`src/rtl/match_timer_pkg.sv`:
```
package match_timer_pkg;
  localparam logic [1:0] ADDR_RUN  = 2'd0;
  localparam logic [1:0] ADDR_CTRL = 2'd1;
  localparam logic [1:0] ADDR_CMP  = 2'd2;
  localparam logic [1:0] ADDR_CNT  = 2'd3;

  localparam int BIT_MODE  = 0;
  localparam int BIT_IEN   = 1;
  localparam int BIT_MATCH = 2;
  localparam int BIT_OVF   = 3;
  localparam int CTRL_BITS = 4;

  typedef struct packed {
    logic cntInc;
    logic cntClr;
    logic cntLoad;
    logic cmpLoad;
  } dpStrobes_t;
endpackage

```
`src/rtl/match_timer_dp.sv`:
```
module match_timer_dp
  import match_timer_pkg::*;
#(
  parameter int WIDTH = 32
) (
  input  logic             clk,
  input  logic             rstN,
  input  dpStrobes_t       strb,
  input  logic [WIDTH-1:0] wrData,
  output logic [WIDTH-1:0] cnt,
  output logic [WIDTH-1:0] cmp,
  output logic             isMatch,
  output logic             cmpFull
);
  localparam logic [WIDTH-1:0] ALL_ONES = '1;

  always_ff @(posedge clk or negedge rstN) begin
    if (!rstN) begin
      cnt <= '0;
      cmp <= ALL_ONES;
    end else begin
      if (strb.cmpLoad) cmp <= wrData;
      if (strb.cntLoad)     cnt <= wrData;
      else if (strb.cntClr) cnt <= '0;
      else if (strb.cntInc) cnt <= cnt + 1'b1;
    end
  end

  assign isMatch = (cnt == cmp);
  assign cmpFull = (cmp == ALL_ONES);
endmodule

```
`src/rtl/match_timer_ctrl.sv`:
```
module match_timer_ctrl
  import match_timer_pkg::*;
(
  input  logic                 clk,
  input  logic                 rstN,
  input  logic                 cntEn,
  input  logic                 wrEn,
  input  logic [1:0]           addr,
  input  logic [CTRL_BITS-1:0] wrBits,
  input  logic                 isMatch,
  input  logic                 cmpFull,
  output dpStrobes_t           strb,
  output logic                 run,
  output logic                 freeRun,
  output logic                 irqEn,
  output logic                 matchFlag,
  output logic                 ovfFlag
);
  logic wrRun, wrCtrl, tick, wrap;

  assign wrRun  = wrEn && (addr == ADDR_RUN);
  assign wrCtrl = wrEn && (addr == ADDR_CTRL);

  always_comb begin
    strb.cntLoad = wrEn && (addr == ADDR_CNT);
    strb.cmpLoad = wrEn && (addr == ADDR_CMP);
    tick         = run && cntEn && !strb.cntLoad;
    wrap         = tick && isMatch;
    strb.cntClr  = wrap;
    strb.cntInc  = tick && !isMatch;
  end

  always_ff @(posedge clk or negedge rstN) begin
    if (!rstN) begin
      run       <= 1'b0;
      freeRun   <= 1'b0;
      irqEn     <= 1'b0;
      matchFlag <= 1'b0;
      ovfFlag   <= 1'b0;
    end else begin
      if (wrRun)                 run <= wrBits[0];
      else if (wrap && !freeRun) run <= 1'b0;

      if (wrCtrl) begin
        freeRun <= wrBits[BIT_MODE];
        irqEn   <= wrBits[BIT_IEN];
      end

      if (wrap)                         matchFlag <= 1'b1;
      else if (wrCtrl && !wrBits[BIT_MATCH]) matchFlag <= 1'b0;

      if (wrap && cmpFull)              ovfFlag <= 1'b1;
      else if (wrCtrl && !wrBits[BIT_OVF])   ovfFlag <= 1'b0;
    end
  end
endmodule

```
`src/rtl/match_timer.sv`:
```
module match_timer
  import match_timer_pkg::*;
#(
  parameter int WIDTH = 32
) (
  input  logic             clk,
  input  logic             rstN,
  input  logic             cntEn,
  input  logic [1:0]       addr,
  input  logic             wrEn,
  input  logic [WIDTH-1:0] wrData,
  output logic [WIDTH-1:0] rdData,
  output logic             irq
);
  dpStrobes_t       strb;
  logic [WIDTH-1:0] cnt, cmp;
  logic             isMatch, cmpFull;
  logic             run, freeRun, irqEn, matchFlag, ovfFlag;

  match_timer_ctrl u_ctrl (
    .clk(clk), .rstN(rstN), .cntEn(cntEn), .wrEn(wrEn), .addr(addr),
    .wrBits(wrData[CTRL_BITS-1:0]), .isMatch(isMatch), .cmpFull(cmpFull),
    .strb(strb), .run(run), .freeRun(freeRun), .irqEn(irqEn),
    .matchFlag(matchFlag), .ovfFlag(ovfFlag)
  );

  match_timer_dp #(.WIDTH(WIDTH)) u_dp (
    .clk(clk), .rstN(rstN), .strb(strb), .wrData(wrData),
    .cnt(cnt), .cmp(cmp), .isMatch(isMatch), .cmpFull(cmpFull)
  );

  always_comb begin
    unique case (addr)
      ADDR_RUN:  rdData = {{(WIDTH-1){1'b0}}, run};
      ADDR_CTRL: rdData = {{(WIDTH-CTRL_BITS){1'b0}}, ovfFlag, matchFlag, irqEn, freeRun};
      ADDR_CMP:  rdData = cmp;
      default:   rdData = cnt;
    endcase
  end

  assign irq = matchFlag && irqEn;
endmodule

```
`config.mk`:
```
export PLATFORM = sky130hd
export DESIGN_NAME = match_timer
export DESIGN_NICKNAME = d
export VERILOG_FILES = /design/src/rtl/match_timer_pkg.sv /design/src/rtl/match_timer_dp.sv /design/src/rtl/match_timer_ctrl.sv /design/src/rtl/match_timer.sv
export SDC_FILE = /design/constraint.sdc
export NUM_CORES = 1
export LEC_CHECK = 0
export ABC_AREA = 1
export BUFFER_PORTS_ARGS = -buffer_cell sky130_fd_sc_hd__buf_2
export CAP_MARGIN = 20
export CELL_PAD_IN_SITES_DETAIL_PLACEMENT = 0
export CELL_PAD_IN_SITES_GLOBAL_PLACEMENT = 1
export CORE_AREA = 2 2 95 142
export DETAILED_ROUTE_END_ITERATION = 8
export DIE_AREA = 0 0 97 144
export HOLD_SLACK_MARGIN = 0.1
export PLACE_DENSITY = 0.81
export SLEW_MARGIN = 20
export SYNTH_ARGS = -nofsm -noshare
export SYNTH_HDL_FRONTEND = slang
export SYNTH_SLANG_ARGS = --single-unit
```
`constraint.sdc`:
```
create_clock -name clk -period 2.1 [get_ports clk]
set_input_delay 0.105 -clock clk [delete_from_list [all_inputs] [get_ports clk]]
set_output_delay 0.105 -clock clk [all_outputs]
set_load 0.01 [all_outputs]
```
Yosys cells after proc, flatten, opt, wreduce, memory -nomap -nowiden
Index checks and enable logic that the tools add are counted.

word-level totals
  output and inout port bits = 33
  logic and storage cells = 46
  register bits after elaboration = 69

cells by class
  multiplexer cells = 10
  $add $sub $neg = 1
  equality and inequality tests = 5
  reduce and logical (&&, ||, !) cells = 23

operators by type and width
  kind                                            number
  two-way mux 32 bit                              3
  one-hot mux 32 bit (3 select lines)             1
  adder 32 x 1 -> 32 bit (second input constant)  1
  == test 32 bit                                  1
  == test 32 bit (second input constant)          1
  logical AND 1 bit                               13
  two-way mux 1 bit                               6
  nonzero test 2 bit                              3
  logical NOT 1 bit                               5
  == test 2 bit (second input constant)           2
  nonzero test 3 bit                              1
  == test 2 x 1 -> 1 bit (second input constant)  1
  logical NOT 2 bit                               1

Depth between registers and ports, before layout
Gate-level depths: netlist of run 1.

  depth after elaboration = 8
  depth in mapped cells = 12

By module
From an unflattened synthesis of run 1, not the netlist that was laid out.

unflattened totals
  cell total of the unflattened synthesis = 676
  area total of the unflattened synthesis = 4954.8 um^2

modules (own cells, without submodules)
  module            area an instance (um^2)  cells each  instances
  match_timer_dp    4179.0                   521         1
  match_timer       499.2                    120         1
  match_timer_ctrl  276.5                    35          1

Worst setup path after synthesis of run 1
OpenSTA, ideal clock, no wires.

  kind = register to register
  from = register u_dp.cmp[9]
  to = register u_dp.cnt[17]
  setup slack = 542 ps
  required time = 1983 ps
  cell stages (with the launch flop) = 11
  data arrival time = 1441 ps
  buffers on the path = 1
  cell sequence = dfstp_2 -> inv_1 -> nand2_1 -> inv_1 -> nor3_1 -> nand2_1 -> nor2_1 -> nand3_4 -> buf_6 -> nand3_1 -> nand2_1

on the way
  cells in the longest elaborated chain, start to end = 4
  elaborated cells between the ends (all ways) = 7

RTL lines
  what                                                      line                                            RTL
  from (decl)                                               match_timer_dp.sv:11                            output logic [WIDTH-1:0] cmp,
  from (signal assigned)                                    match_timer_dp.sv:22                            if (strb.cmpLoad) cmp <= wrData;
  == test 32 bit (*)                                        match_timer_dp.sv:29                            assign isMatch = (cnt == cmp);
  logical AND 1 bit or logical NOT 1 bit (tied branches)    match_timer_ctrl.sv:28, match_timer_ctrl.sv:30
  two-way mux 32 bit or logical AND 1 bit (tied branches)   match_timer_dp.sv:24, match_timer_ctrl.sv:30
  two-way mux 32 bit or nonzero test 3 bit (tied branches)  n/a
  to (signal assigned)                                      match_timer_dp.sv:23                            if (strb.cntLoad) cnt <= wrData;
  to (signal assigned)                                      match_timer_dp.sv:25                            else if (strb.cntInc) cnt <= cnt + 1'b1;
  to (decl)                                                 match_timer_dp.sv:10                            output logic [WIDTH-1:0] cnt,

Mark *: on every way between the ends. The rest lies on a longest branch, timed or not.
A chain may end at the register's enable or synchronous reset.

Worst setup path in the final report of run 1
  from = register u_dp.cmp[29]
  to = register u_dp.cnt[25]

The elaborated chain is that of the path after synthesis.

==> flow_summary.toml, run 1 <==
[synthesis]
synth_top_area_share_pct = 18.14
syn_inst = 766
avgSynthCellArea_um2 = 6.663
synth_top_family_by_area = "simple AND/OR/NAND/NOR gates"
synthAdderAreaFrac_pct = 0.2452
ys_ff_latch = 69
synth_area_um2 = 5104
ys_seq_area_share_pct = 34.62
synth-simple-area-share_pct = 33.15
muxShareOfSynthArea_pct = 0
synth_compound_area_share_pct = 12.18
syn_nets = 805
synth_largest_area_cell = "dfrtp_1"
ys_types = 32
synthXorXnorAreaFrac_pct = 6.350
synth.top_cells.by_area = "dfrtp_1, nand2_1, dfstp_2"
yosysWarnings = 0

[power_and_ir_drop]
powerDensity_nw_per_um2 = 902.0
power_leakage_nw = 3.142
power_w = 0.005662
ir_drop_uv = 461.8

[sta]
max_clock_freq_mhz = 510.9
rsz0062_at_grt = "false"
setup_viol = 0
max_slew_margin_pct = 35.83
clock_skew_ns = 0.006182
max_slew.worst_pin.slew_ns = 0.9614
tns_ns = 0
fin_crit_sh_pct = 93.20
post-route-min-period_ns = 1.957
finalHoldViolCount = 0
slew_violations = 0
hold-worst-slack_ns = 0.1108

[floorplanning]
coreArea_um2 = 12830
design.die.area_um2 = 13970
start_util_pct = 39.79
top_level_ports = 71
die_w_um = 97
die_h_um = 144
row_count = 51

[worst_setup_path]
rr_startpoint = "u_dp.cmp[29]"
r2r_cells = 11
crit_path_max_fanout = 17
path_cells = "inv_1, nand2_1, and2_1, nand2_1, nor2_1, nand2_1, nor2_1, nand3_4, buf_4, nand3_1, nand2_1"
worst-setup-path-type = "reg2reg"
end_kind = "flip-flop"
slowest_delay_ns = 0.59
cp-startpoint = "u_dp.cmp[29]"
cp.arrival_ns = 2.19
cp_slowest_cell = "dfstp_2"
cp_common_cell = "nand2_1"
rrSetupSlack_ns = 0.14
startpoint_type = "flip-flop"
rr_endpoint = "u_dp.cnt[25]"
crit_required_ns = 2.33

[cts]
clk_pin_slew_worst_paths_ns = 0.06
root_buffer = "clkbuf_16"
cts_tree = "done"
cts_setup_buffers = 0
cts_buffers = 9
cts_sinks = 69
clk_latency_ns = 0.34
ctsHtreeMaxLevel = 3
post_cts_resized = 0
clockBufferDepth = 2

[final_layout]
syn_to_final_growth_pct = 23.00
n_fill_cell = 1329
layout-drive-gt1-share_pct = 19.31
nNetsFinal = 909
diodes = 0

[global_route]
grt_usage_pct = 28.25
grt_pass1_vias = 5402
overflow = 0
grt_pass1_wl_mm = 29.95
antenna_found_initial = 0
grt_max_degree = 37

[worst_hold_path]
min_from = "addr[1]"
whs_endpoint = "u_ctrl.run"
min_path_type = "in2reg"
hold_depth = 4

[route]
first_iter_violations = 315
routed_wl_mm = 19.08
antenna_left = 0
drtPass1Iterations = 5
wire_per_inst_um = 18.45
drc = 0
post_drt_via_cell_ratio = 5.189
vias = 5365

[placed_design]
hpwl_mm = 14.52
globalplace.congestion = 0.9941
port_buffers = 70

[flow_run]
cap_violations = 0

[outcome]
status = "completed"
==> where the power goes <==
group	switching (W)	internal, W	total, W
clock network	0.000593	0.000862	0.00145
registers	0.000466	0.00170	0.00217
logic	0.00126	0.000782	0.00204
total	0.00232	0.00335	0.00566
==> Yosys cell counts <==
library cell,n
dfstp_2,32
nand2_1,230
xor2_1,23
nor3b_1,1
o21ai_1,4
and2_1,5
nand3b_1,2
o211ai_1,2
buf_1,2
nand3_4,1
buf_2,8
nand2_2,3
inv_1,140
xnor2_1,14
nand4_1,17
buf_6,3
ha_1,1
clkbuf_2,1
nor2_1,56
inv_2,7
clkbuf_1,13
a221oi_1,1
o21ai_0,50
nand3_1,22
dfrtp_1,37
nor2_4,3
nand3_2,18
nor2_2,4
o221ai_1,1
nor3_1,12
o22ai_1,51
nor4_1,2
==> cells by family (layout without fill, tap and decap cells) <==
kind of cell,count (synthesis),count (layout)
simple gates,376,376
fa+ha+maj,1,1
buf+inv,174,283
compound gates,109,109
xor+xnor,37,37
flops,69,69
==> routing by layer <==
| layer | vias to the layer above | wire length [um] | GRT usage (%) |
|---|---|---|---|
| met1 | 2517 | 7569 | 32.90 |
| met4 | 0 | 755 | 13.05 |
| met3 | 44 | 806 | 3.335 |
| met2 | 177 | 9951 | 51.83 |
| li1 | 2627 | - | - |
| met5 | - | 0 | 0 |
==> worst max path at each step <==
stage | end | slack, ns
detailed placement | u_dp.cnt[25] | 0.15
floorplan | u_dp.cnt[17] | 0.54
finish | u_dp.cnt[25] | 0.14
CTS | u_dp.cnt[25] | 0.14
global placement | u_dp.cnt[22] | 0.17
global route | u_dp.cnt[17] | 0.03
==> flip-flops by register name (all words and copies together), names as in the netlist <==
name,cells
u_dp.cmp,32
u_ctrl.run,1
u_ctrl.freeRun,1
u_ctrl.irqEn,1
u_ctrl.ovfFlag,1
u_ctrl.matchFlag,1
u_dp.cnt,32
==> area by class of cell <==
cell class	count	area, um^2	share of cell area [%]
Inverter	147	551.8	8.790
Tap cell	159	198.9	3.169
Multi-Input combinational cell	523	2653	42.26
Sequential cell	69	1767	28.14
Clock buffer	14	264.0	4.206
Timing Repair Buffer	120	833.3	13.27
Clock inverter	2	10.01	0.1595
==> critical path: cells and delay by family, from the launching register on <==
family / cells / cell delay, ns
buffers and inverters: 2 / 0.30
AND/OR/NAND/NOR: 9 / 0.95
flip-flops: 1 / 0.59
==> per-stage QoR <==
step                      worst slack [ns]  cells  cell area, um^2  util (%)
after floorplan                     0.5419    766             5104         -
after global placement              0.1718    985             5673     44.23
after detailed placement            0.1494    985             5673     44.23
after CTS                           0.1448   1034             6277     48.94
after global routing               0.03301   1034             6277     48.94
final                               0.1427   1034             6277     48.94
==> layout by cell type (no fill, tap or decap), types with 2 or more instances in the layout <==
cell type      count
nand2_1          229
buf_2             70
nor2_1            56
nor3_1            12
clkbuf_1           3
o21ai_1            4
xor2_1            23
inv_1            140
clkbuf_16          9
inv_2              7
clkinv_2           2
nand3_2           18
xnor2_1           14
nor2_4             3
nand3b_1           2
o21ai_0           50
dfstp_2           32
buf_12             2
nand3_1           22
dfrtp_1           37
o22ai_1           51
nor2_2             4
nand2_2            4
nand4_1           17
and2_1             5
clkbuf_8           2
buf_4             15
o211ai_1           2
nor4_1             2
dlygate4sd3_1     33
==> timing repair <==
item	in CTS	in global routing
hold endpoints to repair	48	0
hold buffers	33	0
setup endpoints to repair	0	0
Power figures use the tool's default switching activity.
==> inputs of run 2 (changes only) <==
--- a/config.mk
+++ b/config.mk
@@ -10,12 +10,13 @@
 export CAP_MARGIN = 20
 export CELL_PAD_IN_SITES_DETAIL_PLACEMENT = 0
 export CELL_PAD_IN_SITES_GLOBAL_PLACEMENT = 1
-export CORE_AREA = 2 2 95 142
+export CORE_AREA = 2 2 92 139
 export DETAILED_ROUTE_END_ITERATION = 8
-export DIE_AREA = 0 0 97 144
+export DIE_AREA = 0 0 94 141
 export HOLD_SLACK_MARGIN = 0.1
 export PLACE_DENSITY = 0.81
 export SLEW_MARGIN = 20
 export SYNTH_ARGS = -nofsm -noshare
 export SYNTH_HDL_FRONTEND = slang
+export SYNTH_HIERARCHICAL = 1
 export SYNTH_SLANG_ARGS = --single-unit
==> flow_summary.toml, run 2 <==
[outcome]
status = "finished with violations"
violations = "negative setup slack"

[floorplanning]
row_count = 50
top_level_ports = 71
coreArea_um2 = 12200
start_util_pct = 40.62
die_h_um = 141
design.die.area_um2 = 13250
die_w_um = 94

[cts]
clk_pin_slew_worst_paths_ns = 0.06
clk_latency_ns = 0.34
cts_buffers = 9
cts_tree = "done"
cts_sinks = 69
clockBufferDepth = 2
ctsHtreeMaxLevel = 3
root_buffer = "clkbuf_16"

[synthesis]
syn_inst = 676
async_reset_ff_share_pct = 100.0
synth_largest_area_cell = "dfrtp_1"
ys_types = 36
syn_nets = 715
synth_common_cells = "nand2_1, nor2_1, inv_1, a21oi_1, nand3_1"
synth_edf_count = 0
synth_top_area_share_pct = 18.69
yosysWarnings = 6
ys_ff_latch = 69
avgSynthCellArea_um2 = 7.330
synth.top_cells.by_area = "dfrtp_1, dfstp_2, nand2_1"
synth_most_common_cell = "nand2_1"
synth_area_um2 = 4955
ys_seq_area_share_pct = 35.66
ys.flop_type = "dfrtp_1"

[worst_setup_path]
crit_required_ns = 2.32
worst-setup-path-type = "reg2reg"
crit_path_max_fanout = 7
startpoint_type = "flip-flop"
end_kind = "flip-flop"
r2r_cells = 15
rrSetupSlack_ns = -0.17
rr_startpoint = "u_dp/cmp[27]"
cp.arrival_ns = 2.49
rr_endpoint = "u_dp/cnt[2]"

[final_layout]
diodes = 0
reg_top3 = "u_dp/cmp x32, u_dp/cnt x32"
final_cell_mix = "nand2_1, buf_4, buf_2"
layout-drive-gt1-share_pct = 41.72
final_common_cell = "nand2_1"
syn_to_final_growth_pct = 44.82
instances_no_fill = 1026
nNetsFinal = 904

[sta]
max_clock_freq_mhz = 440.1
worst_slack_ns = -0.1722
max_slew_margin_pct = 55.95
slew_violations = 0
hold-worst-slack_ns = 0.1461
post-route-min-period_ns = 2.272
rsz0062_at_grt = "true"
max_slew.worst_pin.slew_ns = 0.6599
setup_viol = 32
fin_crit_sh_pct = 108.2
finalHoldViolCount = 0
clock_skew_ns = 0.006716

[route]
post_drt_via_cell_ratio = 4.980
vias = 5109
wire_per_inst_um = 15.82
drtPass1Iterations = 5
antenna_left = 0
first_iter_violations = 271
drc = 0
routed_wl_mm = 16.23

[global_route]
grt_usage_pct = 25.07
grt_max_degree = 45
grt_pass1_wl_mm = 25.70
antenna_found_initial = 0
grt_pass1_vias = 5083
overflow = 0

[worst_hold_path]
min_from = "wrEn"
min_path_type = "in2reg"
hold_depth = 3
whs_endpoint = "u_ctrl/irqEn"

[flow_run]
cap_violations = 0

[placed_design]
port_buffers = 70
place_ws_ns = -0.2414
globalplace.congestion = 0.8811
dp.cells = 962
hpwl_mm = 11.56

[power_and_ir_drop]
ir_drop_uv = 506.3
powerDensity_nw_per_um2 = 1075
power_leakage_nw = 3.471
run 2: cell type report:
| cell class | count | area, um^2 |
|---|---|---|
| fill | 1148 | 5024 |
| multi-input combinational | 523 | 3089 |
| sequential | 69 | 1767 |
| timing repair buffer | 203 | 1589 |
| clock buffer | 12 | 266.5 |
| inverter | 59 | 224.0 |
| tap | 156 | 195.2 |
| clock inverter | 4 | 45.04 |
run 2: per-layer routing:
layer  track usage [%]  share of wire, %  vias to the layer above
met5                 0                 0                        -
met4             9.001               2.8                        0
met3             3.688               3.3                       36
met2             46.58                55                      111
met1             28.54                39                     2397
li1                  -                 -                     2565
run 2: worst max-delay path by stage:
stage                 start            to  slack, ns
2_1_floorplan   u_dp/cnt[7]  u_dp/cnt[23]       0.03
3_3_place_gp   u_dp/cmp[23]  u_dp/cnt[24]      -0.22
3_5_place_dp   u_dp/cmp[20]  u_dp/cnt[25]      -0.24
4_1_cts         u_dp/cmp[6]   u_dp/cnt[2]      -0.12
5_1_grt         u_dp/cmp[6]   u_dp/cnt[2]      -0.26
6_report       u_dp/cmp[27]   u_dp/cnt[2]      -0.17
run 2: metrics by stage:
stage,TNS (ns),power [W],utilization (%),area (um^2)
after CTS,-3.017,0.007612,57.62,7029
final,-4.125,0.007713,58.82,7176
after global routing,-5.976,0.008242,58.82,7176
after global placement,-5.467,0.005592,49.55,6045
after detailed placement,-6.005,0.005657,49.55,6045
after floorplan,0,0.004225,-,4957
run 2: logic make-up after synthesis:
family,Yosys count,share of synthesized area (%)
XOR/XNOR,24,4.242
adder cells (fa/ha/maj),1,0.2525
flip-flops,69,35.66
buffers and inverters,84,7.525
AO/OA/AOI/OAI,93,10.83
AND/OR/NAND/NOR,381,36.04
multiplexers,24,5.455
run 2: critical path, stage by stage (launching register included):
cell,delay [ns]
dfstp_2,0.56
nor2_1,0.06
nor3_2,0.17
nand3_1,0.16
nor2_1,0.12
nand2_1,0.10
nor2_4,0.14
nand3_2,0.09
inv_2,0.09
nor2_4,0.05
inv_2,0.08
nor2_4,0.07
buf_12,0.15
buf_16,0.14
a21oi_2,0.10
a21oi_1,0.06
run 2: what timing repair did:
| item | CTS | global route |
|---|---|---|
| pin swaps | 26 | 11 |
| gates cloned | 3 | 0 |
| buffers inserted | 9 | 4 |
| endpoints found under the hold margin | 65 | 0 |
| hold buffers | 33 | 0 |
| gates resized for setup | 61 | 22 |
| setup endpoints to repair | 32 | 32 |
run 2: power breakdown:
group / total (W) / internal, W / switching (W)
sequential: 0.00212 / 0.00179 / 0.000328
clock: 0.00158 / 0.00101 / 0.000566
combinational: 0.00402 / 0.00179 / 0.00223
total: 0.00771 / 0.00459 / 0.00312
==> inputs of run 3 (changes only) <==
==> constraint.sdc (replaced) <==
create_clock -name clk -period 2.2 [get_ports clk]
set_input_delay 0.11 -clock clk [delete_from_list [all_inputs] [get_ports clk]]
set_output_delay 0.11 -clock clk [all_outputs]
set_load 0.01 [all_outputs]
==> flow_summary.toml, run 3 (synthesized netlist as in run 2, its figures left out) <==
[worst_hold_path]
min_path_type = "in2reg"
min_from = "wrEn"

[sta]
max_slew.worst_pin.slew_ns = 0.7884
clock_skew_ns = 0.005126
setup_viol = 7
fin_crit_sh_pct = 100.6
worst_slack_ns = -0.01215
hold-worst-slack_ns = 0.1299
finalHoldViolCount = 0
post-route-min-period_ns = 2.212
max_clock_freq_mhz = 452.0
slew_violations = 0
max_slew_margin_pct = 47.44
rsz0062_at_grt = "true"

[floorplanning]
design.die.area_um2 = 13250
die_h_um = 141
start_util_pct = 40.62
row_count = 50
die_w_um = 94
coreArea_um2 = 12200
top_level_ports = 71

[worst_setup_path]
cp_top_family = "simple AND/OR/NAND/NOR gates"
crit_end = "u_dp/cnt[17]"
r2r_cells = 14
path_cells = "nand2_1, a21oi_2, nand3_1, nor2_4, nand2_2, nor2_4, nand3_2, inv_2, nor2_4, inv_2, nor2_4, buf_12, a21oi_1, a21oi_1"
rr_endpoint = "u_dp/cnt[17]"
cp_slowest_cell = "dfstp_2"
worst-setup-path-type = "reg2reg"
cp_common_cell = "nor2_4"
path_depth = 14
crit_path_max_fanout = 25
cp-startpoint = "u_dp/cmp[29]"
crit_required_ns = 2.42
slowest_delay_ns = 0.55
cp.arrival_ns = 2.44
end_kind = "flip-flop"
startpoint_type = "flip-flop"
rr_startpoint = "u_dp/cmp[29]"
rrSetupSlack_ns = -0.01
cp_num_buf_inv = 3

[final_layout]
layout-drive-gt1-share_pct = 37.75
reg_top3 = "u_dp/cmp x32, u_dp/cnt x32"
instances_no_fill = 1001
n_fill_cell = 1166
nNetsFinal = 879
final_cell_mix = "nand2_1, buf_2, buf_4"
syn_to_final_growth_pct = 38.06
final_common_cell = "nand2_1"
diodes = 0

[route]
antenna_left = 0
routed_wl_mm = 16.03
drtPass1Iterations = 5
vias = 5120
first_iter_violations = 214
drc = 0
post_drt_via_cell_ratio = 5.115
wire_per_inst_um = 16.02

[outcome]
status = "finished with violations"
violations = "negative setup slack"

[global_route]
grt_usage_pct = 24.73
antenna_found_initial = 0
overflow = 0
grt_pass1_wl_mm = 25.58
grt_max_degree = 41
grt_pass1_vias = 5161

[flow_run]
cap_violations = 0

[cts]
cts_sinks = 69
ctsHtreeMaxLevel = 3
root_buffer = "clkbuf_16"
clk_latency_ns = 0.34
cts_buffers = 9
cts_tree = "done"
clk_pin_slew_worst_paths_ns = 0.06
clockBufferDepth = 2

[placed_design]
hpwl_mm = 11.72
port_buffers = 70
dp.cells = 947
globalplace.congestion = 0.9413

[power_and_ir_drop]
powerDensity_nw_per_um2 = 1045
power_leakage_nw = 3.305
ir_drop_uv = 432.3
run 3: changes by cell type in the layout (fill, tap and decap cells not counted), moves of 3 or more:
cell      change
buf_4        -19
nor2_2        -9
nor2_1        +8
a22oi_1       +7
a22oi_2       -7
o21ai_1       +4
o21ai_2       -4
buf_16        -3
clkbuf_8      -3
run 3: timing repair:
| action | 4_1_cts | 5_1_grt |
|---|---|---|
| cloned | 0 | 1 |
| pin swaps | 5 | 9 |
| gates resized for setup | 15 | 42 |
| hold buffers | 33 | 0 |
| endpoints found under the hold margin | 67 | 0 |
| endpoints found under the setup margin | 32 | 32 |
| buffers inserted | 0 | 5 |
run 3: worst reg2reg max path, delay by kind of cell, from the launching register on:
family / cells / cell delay (ns)
buffers and inverters: 3 / 0.35
and+or+nand+nor: 8 / 0.78
AOI/OAI and AO/OA: 3 / 0.43
DFF: 1 / 0.55
run 3: metal layers:
metal  share of wire, %  vias to the layer above  GRT usage, %  wire [um]
met5                  0                        -             0          0
met4                3.8                        0         11.21        604
met3                2.8                       42         3.421        448
met2                 55                      113         46.13       8757
met1                 39                     2441         27.07       6222
li1                   -                     2524             -          -
run 3: how the worst min path moves through the flow:
| stage | end | cells past startpoint |
|---|---|---|
| floorplan | u_ctrl/freeRun | 0 |
| global placement | u_ctrl/run | 1 |
| detailed placement | u_ctrl/run | 1 |
| CTS | u_ctrl/irqEn | 3 |
| global route | u_ctrl/run | 4 |
| finish | u_ctrl/irqEn | 3 |
run 3: layout make-up:
| class | instances | area [um^2] | area share, % |
|---|---|---|---|
| Sequential cell | 69 | 1767 | 25.83 |
| Timing Repair Buffer | 178 | 1328 | 19.41 |
| Multi-Input combinational cell | 523 | 3012 | 44.03 |
| Clock inverter | 7 | 90.09 | 1.317 |
| Inverter | 59 | 224.0 | 3.274 |
| Clock buffer | 9 | 225.2 | 3.292 |
| Tap cell | 156 | 195.2 | 2.853 |
run 3: power breakdown:
part           switching, W  internal (W)
sequential         0.000329       0.00171
combinational       0.00203       0.00150
clock              0.000588      0.000986
run 3: through the flow:
step                setup slack (ns)  util (%)  TNS [ns]  area (um^2)  power, W
floorplan                    0.09239         -         0         4955  0.004033
global placement             -0.1053     48.71    -2.420         5942  0.005242
detailed placement           -0.1251     48.71    -2.890         5942  0.005307
CTS                        -0.004875     54.41  -0.01401         6638  0.006990
global route                 -0.1050     56.07    -2.083         6840  0.007624
finish                      -0.01215     56.07  -0.04223         6840  0.007146
